`src/rtl/eeprom_status_guard.sv`:
```
module eeprom_status_guard #(
  parameter int AW = 9
) (
  input  logic          clk,
  input  logic          rst_n,
  input  logic          wren_stb,
  input  logic          wrdi_stb,
  input  logic          wel_clr,
  input  logic          wrsr_stb,
  input  logic [7:0]    wrsr_data,
  input  logic          commit_stb,
  input  logic          wp_n,
  input  logic          busy,
  input  logic [AW-1:0] qry_addr,
  output logic [7:0]    status,
  output logic          status_wr_ok,
  output logic          array_wr_ok
);

  logic       wel;
  logic [1:0] bp;
  logic       pend;
  logic [1:0] pend_bp;
  logic [1:0] top;
  logic       fenced;

  assign top = qry_addr[AW-1 -: 2];

  always_comb begin
    case (bp)
      2'b00:   fenced = 1'b0;
      2'b01:   fenced = (top == 2'b11);
      2'b10:   fenced = top[1];
      default: fenced = 1'b1;
    endcase
  end

  assign status       = {4'hF, bp, wel, busy};
  assign status_wr_ok = wel & wp_n & ~busy;
  assign array_wr_ok  = status_wr_ok & ~fenced;

  always_ff @(posedge clk or negedge rst_n) begin
    if (!rst_n) begin
      wel     <= 1'b0;
      bp      <= 2'b00;
      pend    <= 1'b0;
      pend_bp <= 2'b00;
    end else begin
      if (wel_clr)
        wel <= 1'b0;
      else if (!busy && wrdi_stb)
        wel <= 1'b0;
      else if (!busy && wren_stb)
        wel <= 1'b1;

      if (!wp_n)
        pend <= 1'b0;
      else if (commit_stb)
        pend <= 1'b0;
      else if (wrsr_stb && status_wr_ok) begin
        pend    <= 1'b1;
        pend_bp <= wrsr_data[3:2];
      end

      if (commit_stb && pend && wp_n)
        bp <= pend_bp;
    end
  end

endmodule


```
`config.mk`:
```
export PLATFORM = sky130hd
export DESIGN_NAME = eeprom_status_guard
export DESIGN_NICKNAME = d
export VERILOG_FILES = /design/src/rtl/eeprom_status_guard.sv
export SDC_FILE = /design/constraint.sdc
export NUM_CORES = 1
export LEC_CHECK = 0
export BUFFER_PORTS_ARGS = -buffer_cell sky130_fd_sc_hd__buf_2
export CAP_MARGIN = 5
export CORE_AREA = 2 2 39 41
export CTS_BUF_LIST = sky130_fd_sc_hd__clkbuf_4 sky130_fd_sc_hd__clkbuf_8
export DETAILED_ROUTE_END_ITERATION = 10
export DIE_AREA = 0 0 41 43
export GPL_TIMING_DRIVEN = 0
export REMOVE_ABC_BUFFERS = 1
export SYNTH_ARGS = -nofsm -noshare
export SYNTH_HDL_FRONTEND = slang
export SYNTH_SLANG_ARGS = --single-unit
```
`constraint.sdc`:
```
create_clock -name clk -period 1.85 [get_ports clk]
set_input_delay 0.2775 -clock clk [delete_from_list [all_inputs] [get_ports clk]]
set_output_delay 0.2775 -clock clk [all_outputs]
set_load 0.005 [all_outputs]
```
# Word level (Yosys, flattened, before mapping)
# Index checks and enable logic that the tools add are counted.
# word_totals
ff_bits	6
wordCells	30
# op_classes
n_eq_ne	4
mux	7
bitwise	6
n_reduce_logical	9
# op_table
cell	count
two-way mux 1 bit	6
logical AND 1 bit	5
== test 2 bit, second input constant	2
AND 1 bit	3
!= test 3 x 2 -> 1 bit, second input constant	1
inverter 1 bit	3
one-hot mux 1 bit (3 select lines)	1
AND reduction 3 bit	1
nonzero test 3 bit	1
== test 2 x 1 -> 1 bit, second input constant	1
logical NOT 2 bit	1
logical NOT 1 bit	1

# Longest topological paths before layout
# Gate-level depths: netlist (run 1).
# depth
ltp_word	6
mapped_depth	3

# Worst setup path after synthesis (run 1)
# OpenSTA, ideal clock, no wires.
# synth_path
path_type	register to register
from	register wel
to	register pend_bp[0]
t_arrival_ns	1.044
t_required_ns	1.725
slack_ns	0.681
path_stages_with_launch	4
n_path_buf	0
synth_period_minus_slack_ns	1.169
cell_sequence	dfrtp_1 and3b_1 and3b_4 mux2_4
# synth_between
elab_chain_cells	4
# synth_lines
item	line_no	text
start: declaration	20	logic wel;
start signal: assignment	44	wel <= 1'b0;
start signal: assignment	50	wel <= 1'b0;
start signal: assignment	52	wel <= 1'b0;
AND 1 bit (2 in a row)	39	assign status_wr_ok = wel & wp_n & ~busy;
net status_wr_ok	16	output logic status_wr_ok,
logical AND 1 bit	60	else if (wrsr_stb && status_wr_ok) begin
AND reduction 3 bit (no source line)	n/a	
end signal: assignment	62	pend_bp <= wrsr_data[3:2];
end: declaration	23	logic [1:0] pend_bp;
# The timed path passes the listed nets, and every way through them passes these cells.
# A chain may end at the register's enable or synchronous reset.

# Worst setup path in the final report (run 1)
# layout_path
from	register bp[0]
to	output port array_wr_ok
# layout_between
elab_chain_cells	4
word_cells_on_any_way	6
# layout_lines
item	line_no	text
start: declaration	21	logic [1:0] bp;
start signal: assignment	66	bp <= pend_bp;
== test 2 bit (tied with other cells)	30	case (bp)
one-hot mux 1 bit (3 select lines) *	30	
inverter 1 bit *	40	assign array_wr_ok = status_wr_ok & ~fenced;
AND 1 bit *	40	
end: declaration	17	output logic array_wr_ok
# Mark *: on every way between the ends. The rest lies on a longest branch, timed or not.

==> metrics.yaml, run 1 <==
outcome: "finished, final reports clean"
core_area_um2: 1380
clock_path_buffers: 2
ios: 36
place_congestion: 0.643
drv_slew: 0
ys_types: 15
first_pass_iters: 1
area_delta_synth_final_pct: 34.0
max_freq_mhz: 721
crit_path_end_kind: "output pin"
first_global_vias: 224
cts.sinks: 6
postLayoutCoreUtil_pct: 31.0
rsz0062_at_grt: "no"
synth_top_area_share_pct: 46.9
ys_seq_area_share_pct: 46.9
dieArea_um2: 1760
peakVddDrop_uv: 191
max_stage_delay_ns: 0.39
combPwrFrac_pct: 13.2
cpMaxStageDelayCell: "dfrtp_1"
crit_fanout: 4
crit_type: "reg2out"
synthFlopType: "dfrtp_1"
hold_ws_ns: 0.198
clock_latency_ns: 0.23
htree_levels: 1
diodes: 0
drc_errors: 0
synthCells: 28
initial_core_util_pct: 23.1
ys_ff_latch: 6
setup_viol: 0
via_per_inst: 3.94
drive_gt1_share_pct: 55.3
grt-ovfl-total: 0
routed_wl_um: 560
wl_per_cell_um: 8.89
worstPathCellList: "o21ai_0, nand2_1, a31oi_1, buf_2"
synth_area_leaders: "dfrtp_1 (47%), buf_4 (14%), mux2_4 (9.4%)"
synth_edf_count: 0
hpwlAfterDp_um: 490
worstHoldPathCells: 2
finalNetCount: 75
avgSynthCellArea_um2: 11.4
numCtsBuffers: 3
swShare_pct: 19.8
cts.clk_slew.worst_paths_ns: 0.04
cts_setup_buffers: 0
hold_viol_final: 0
grt_max_degree: 7
pwr_density_cell_nw_per_um2: 693
yosys_warnings: 0
fp.dieH_um: 43
r2r_cells: 3
crit_cells: 4
antenna_found_initial: 0
critPathLaunchType: "flop"
hp-class: "in2reg"
post-route-period-util_pct: 75.0
synth-async-reset-ratio_pct: 100
setup_tns_ns: 0
fin_crit_ns: 1.39
chipWidth_um: 41
cap_viol_max_count: 0
leakage_nw: 0.241
drtAntennaViolNets: 0
path_buf_inv: 1
synth_area_um2: 320
cp_data_required_time_ns: 1.57
grt_use_total_pct: 7.08
cts_tree: "done"
port_buffers: 18
critPathTopFamily: "flip-flops"
drtIter0Drc: 0
netSwitchingPower_uw: 58.9
rows: 14
crit_arrival_ns: 1.11
synth_top_cell_by_area: "dfrtp_1"
p_clk_share_pct: 37.7
power.share.sequential_pct: 49.1
cts_root_buf: "clkbuf_4"
finClkSkew_ns: 0.000771
power.internal_uw: 238
grt_first_pass_wirelength_um: 765
vias: 248
-- stage by stage --
stage                     power, mW  area (um^2)  setup slack (ns)  std cells
after floorplan               0.163          287             0.659         25
after CTS                     0.307          429             0.441         63
final                         0.297          429             0.463         63
after global routing          0.320          429             0.356         63
after detailed placement      0.186          397             0.559         59
after global placement        0.185          397             0.561         59
-- cell usage after synthesis, types with 2 or more instances --
library cell	instances
mux2_4	2
mux2_2	2
dfrtp_1	6
buf_4	6
nand2_1	2
-- area by class of cell --
type | instances | area [um^2]
multi-input combinational | 18 | 133
timing repair buffer | 19 | 100
clock buffer | 3 | 22.5
fill | 162 | 955
inverter | 1 | 3.75
sequential | 6 | 150
tap | 16 | 20.0
-- power groups by stage --
stage / logic [mW] / clock network (mW) / registers (mW)
final: 0.0393 / 0.112 / 0.146
after global routing: 0.0443 / 0.128 / 0.147
after CTS: 0.0399 / 0.121 / 0.146
after detailed placement: 0.0382 / 0 / 0.148
after global placement: 0.0374 / 0 / 0.148
after floorplan: 0.0168 / 0 / 0.147
-- cell families after synthesis --
kind of cell	count (synthesis)	share of synthesized area [%]
AO/OA/AOI/OAI	5	9.77
other	1	1.17
buffers and inverters	7	15.2
flip-flops	6	46.9
multiplexers	4	16.4
AND/OR/NAND/NOR	5	10.5
-- flip-flops by register name, indices dropped and copies added (netlist names) --
name and cells:
pend 1, pend_bp 2, wel 1, bp 2
-- cell usage in the layout, fill, tap and decap left out, drive strengths merged, types with 2 or more instances in the layout --
| cell | instances |
|---|---|
| mux2 | 4 |
| buf | 18 |
| and3b | 2 |
| nand2 | 2 |
| dfrtp | 6 |
| conb | 4 |
| clkbuf | 3 |
-- worst paths after layout --
path                                 start           to  slack, ns
max in group asynchronous            rst_n   pend_bp[0]       1.32
worst min register to register  pend_bp[0]   pend_bp[0]       0.51
worst min-delay path               wel_clr          wel       0.20
worst max-delay path                 bp[0]  array_wr_ok       0.46
min in group asynchronous            rst_n          wel       0.39
worst max register to register         wel   pend_bp[0]       0.65
-- repair_timing --
item / CTS / global route
hold buffers: 1 / 0
hold endpoints to repair: 6 / 0
resized for setup: 0 / 0
-- metal layers --
layer	up-vias	routed length (um)	GRT usage (%)
li1	126	-	-
met1	107	236	7.24
met2	13	255	9.38
met3	2	58	3.14
met4	0	8	8.00
met5	-	0	0
Note: power is estimated with default switching activity, not from simulation.
==> run 2, diff against run 1 <==
Clock period 1.85 ns to 1.15 ns, I/O delays scaled along.
==> run 2 against run 1 <==
Net effect: the run now ends with negative setup slack left; wire length grew 5.0%; via count up 4.4%; sequential power increased by 60%; clock-buffer cell count is the same; final area grew 3.8%; sequential share of layout area down 1.3 points; cell count up 3.2%; clock skew about the same; non-clock buffer count rose by 2; register-to-register slack worse by 0.68 ns; critical endpoint unchanged; largest power group unchanged.
==> metrics.yaml, run 2 (synthesis gave the netlist of run 1 again) <==
outcome: "finished, violations left"
violations: "negative setup slack"
cts_root_buf: "clkbuf_4"
first_global_vias: 229
max_stage_delay_ns: 0.33
max_freq_mhz: 807
post-route-period-util_pct: 108
clock_path_buffers: 2
chipWidth_um: 41
drive_gt1_share_pct: 59.2
place_congestion: 0.643
finalNetCount: 77
layout_common_cells: "buf_2 (18), dfrtp_1 (6), conb_1 (4)"
crit_cells: 4
cap_viol_max_count: 0
rsz0062_at_grt: "yes"
layout_setup_ws_ns: -0.0896
wl_per_cell_um: 9.05
grt_first_pass_wirelength_um: 793
fin_crit_ns: 1.24
via_per_inst: 3.98
hold_viol_final: 0
area_delta_synth_final_pct: 39.1
clock_latency_ns: 0.23
design_area_um2: 445
setup_tns_ns: -0.150
place_area_um2: 397
vias: 259
crit_path_end_kind: "output pin"
cts_tree: "done"
critPathTopFamily: "flip-flops"
cts.clk_slew.worst_paths_ns: 0.04
reg_top3: "bp (2), pend_bp (2)"
peakVddDrop_uv: 309
routed_wl_um: 588
path_buf_inv: 1
crit_type: "reg2out"
first_pass_iters: 1
crit_arrival_ns: 1.07
leakage_nw: 0.251
initial_core_util_pct: 23.1
grt-ovfl-total: 0
hpwlAfterDp_um: 490
cp_data_required_time_ns: 0.98
final_common_cell: "buf_2"
antenna_found_initial: 0
r2r_cells: 3
drc_errors: 0
grt_use_total_pct: 7.28
critPathLaunchType: "flop"
drv_slew: 0
dieArea_um2: 1760
setup_viol: 3
total_power_uw: 484
fillers: 164
cpMaxStageDelayCell: "dfrtp_1"
grt_max_degree: 7
pwr_density_cell_nw_per_um2: 1090
ios: 36
numCtsBuffers: 3
drtIter0Drc: 0
rows: 14
hp-class: "in2reg"
drtAntennaViolNets: 0
htree_levels: 1
crit_fanout: 3
diodes: 0
port_buffers: 18
finClkSkew_ns: 0.000668
core_area_um2: 1380
worstPathCellList: "and3b_2, nand2_1, a31oi_1, buf_2"
fp.dieH_um: 43
cts.sinks: 6
worstHoldPathCells: 2
## run 2: final timing paths
check,to,startpoint,slack (ns)
max,array_wr_ok,wel,-0.09
min,wel,wel_clr,0.09
max reg2reg,pend_bp[0],wel,-0.03
min reg2reg,pend_bp[0],pend_bp[0],0.51
max in group asynchronous,pend_bp[0],rst_n,0.73
min in group asynchronous,wel,rst_n,0.29
## run 2: timing repair
action / 4_1_cts / 5_1_grt
pin swaps: 2 / 1
resized for setup: 1 / 1
hold buffers: 1 / 0
setup endpoints to repair: 3 / 4
endpoints found under the hold margin: 6 / 0
buffers inserted: 2 / 0
## run 2: final cells by class
cell class	count	area [um^2]	area share (%)
multi-input cells	18	134	30.1
repair buffers	21	115	25.8
flip-flops and latches	6	150	33.7
well taps	16	20.0	4.49
clock buffers	3	22.5	5.06
inverters	1	3.75	0.843
## run 2: routing by layer
layer	global-route usage (%)	wire length, um	up-vias
li1	-	-	131
met5	0	0	-
met2	9.38	284	13
met1	7.89	236	113
met4	8.00	8	0
met3	3.14	58	2
## run 2: where the power goes
part / switching (mW) / internal (mW)
Clock: 0.0644 / 0.117
Combinational: 0.0252 / 0.0431
Sequential: 0.00747 / 0.226
Total: 0.0970 / 0.387
## run 2: metrics by stage
step	std cells	utilization, %	worst slack (ns)	hold slack [ns]
after floorplan	25	-	-0.0410	-0.123
after global placement	59	28.7	-0.0451	0.00131
after CTS	65	32.1	-0.116	0.0828
after detailed placement	59	28.7	-0.0542	-0.000693
final	65	32.2	-0.0896	0.0924
after global routing	65	32.2	-0.186	0.0971
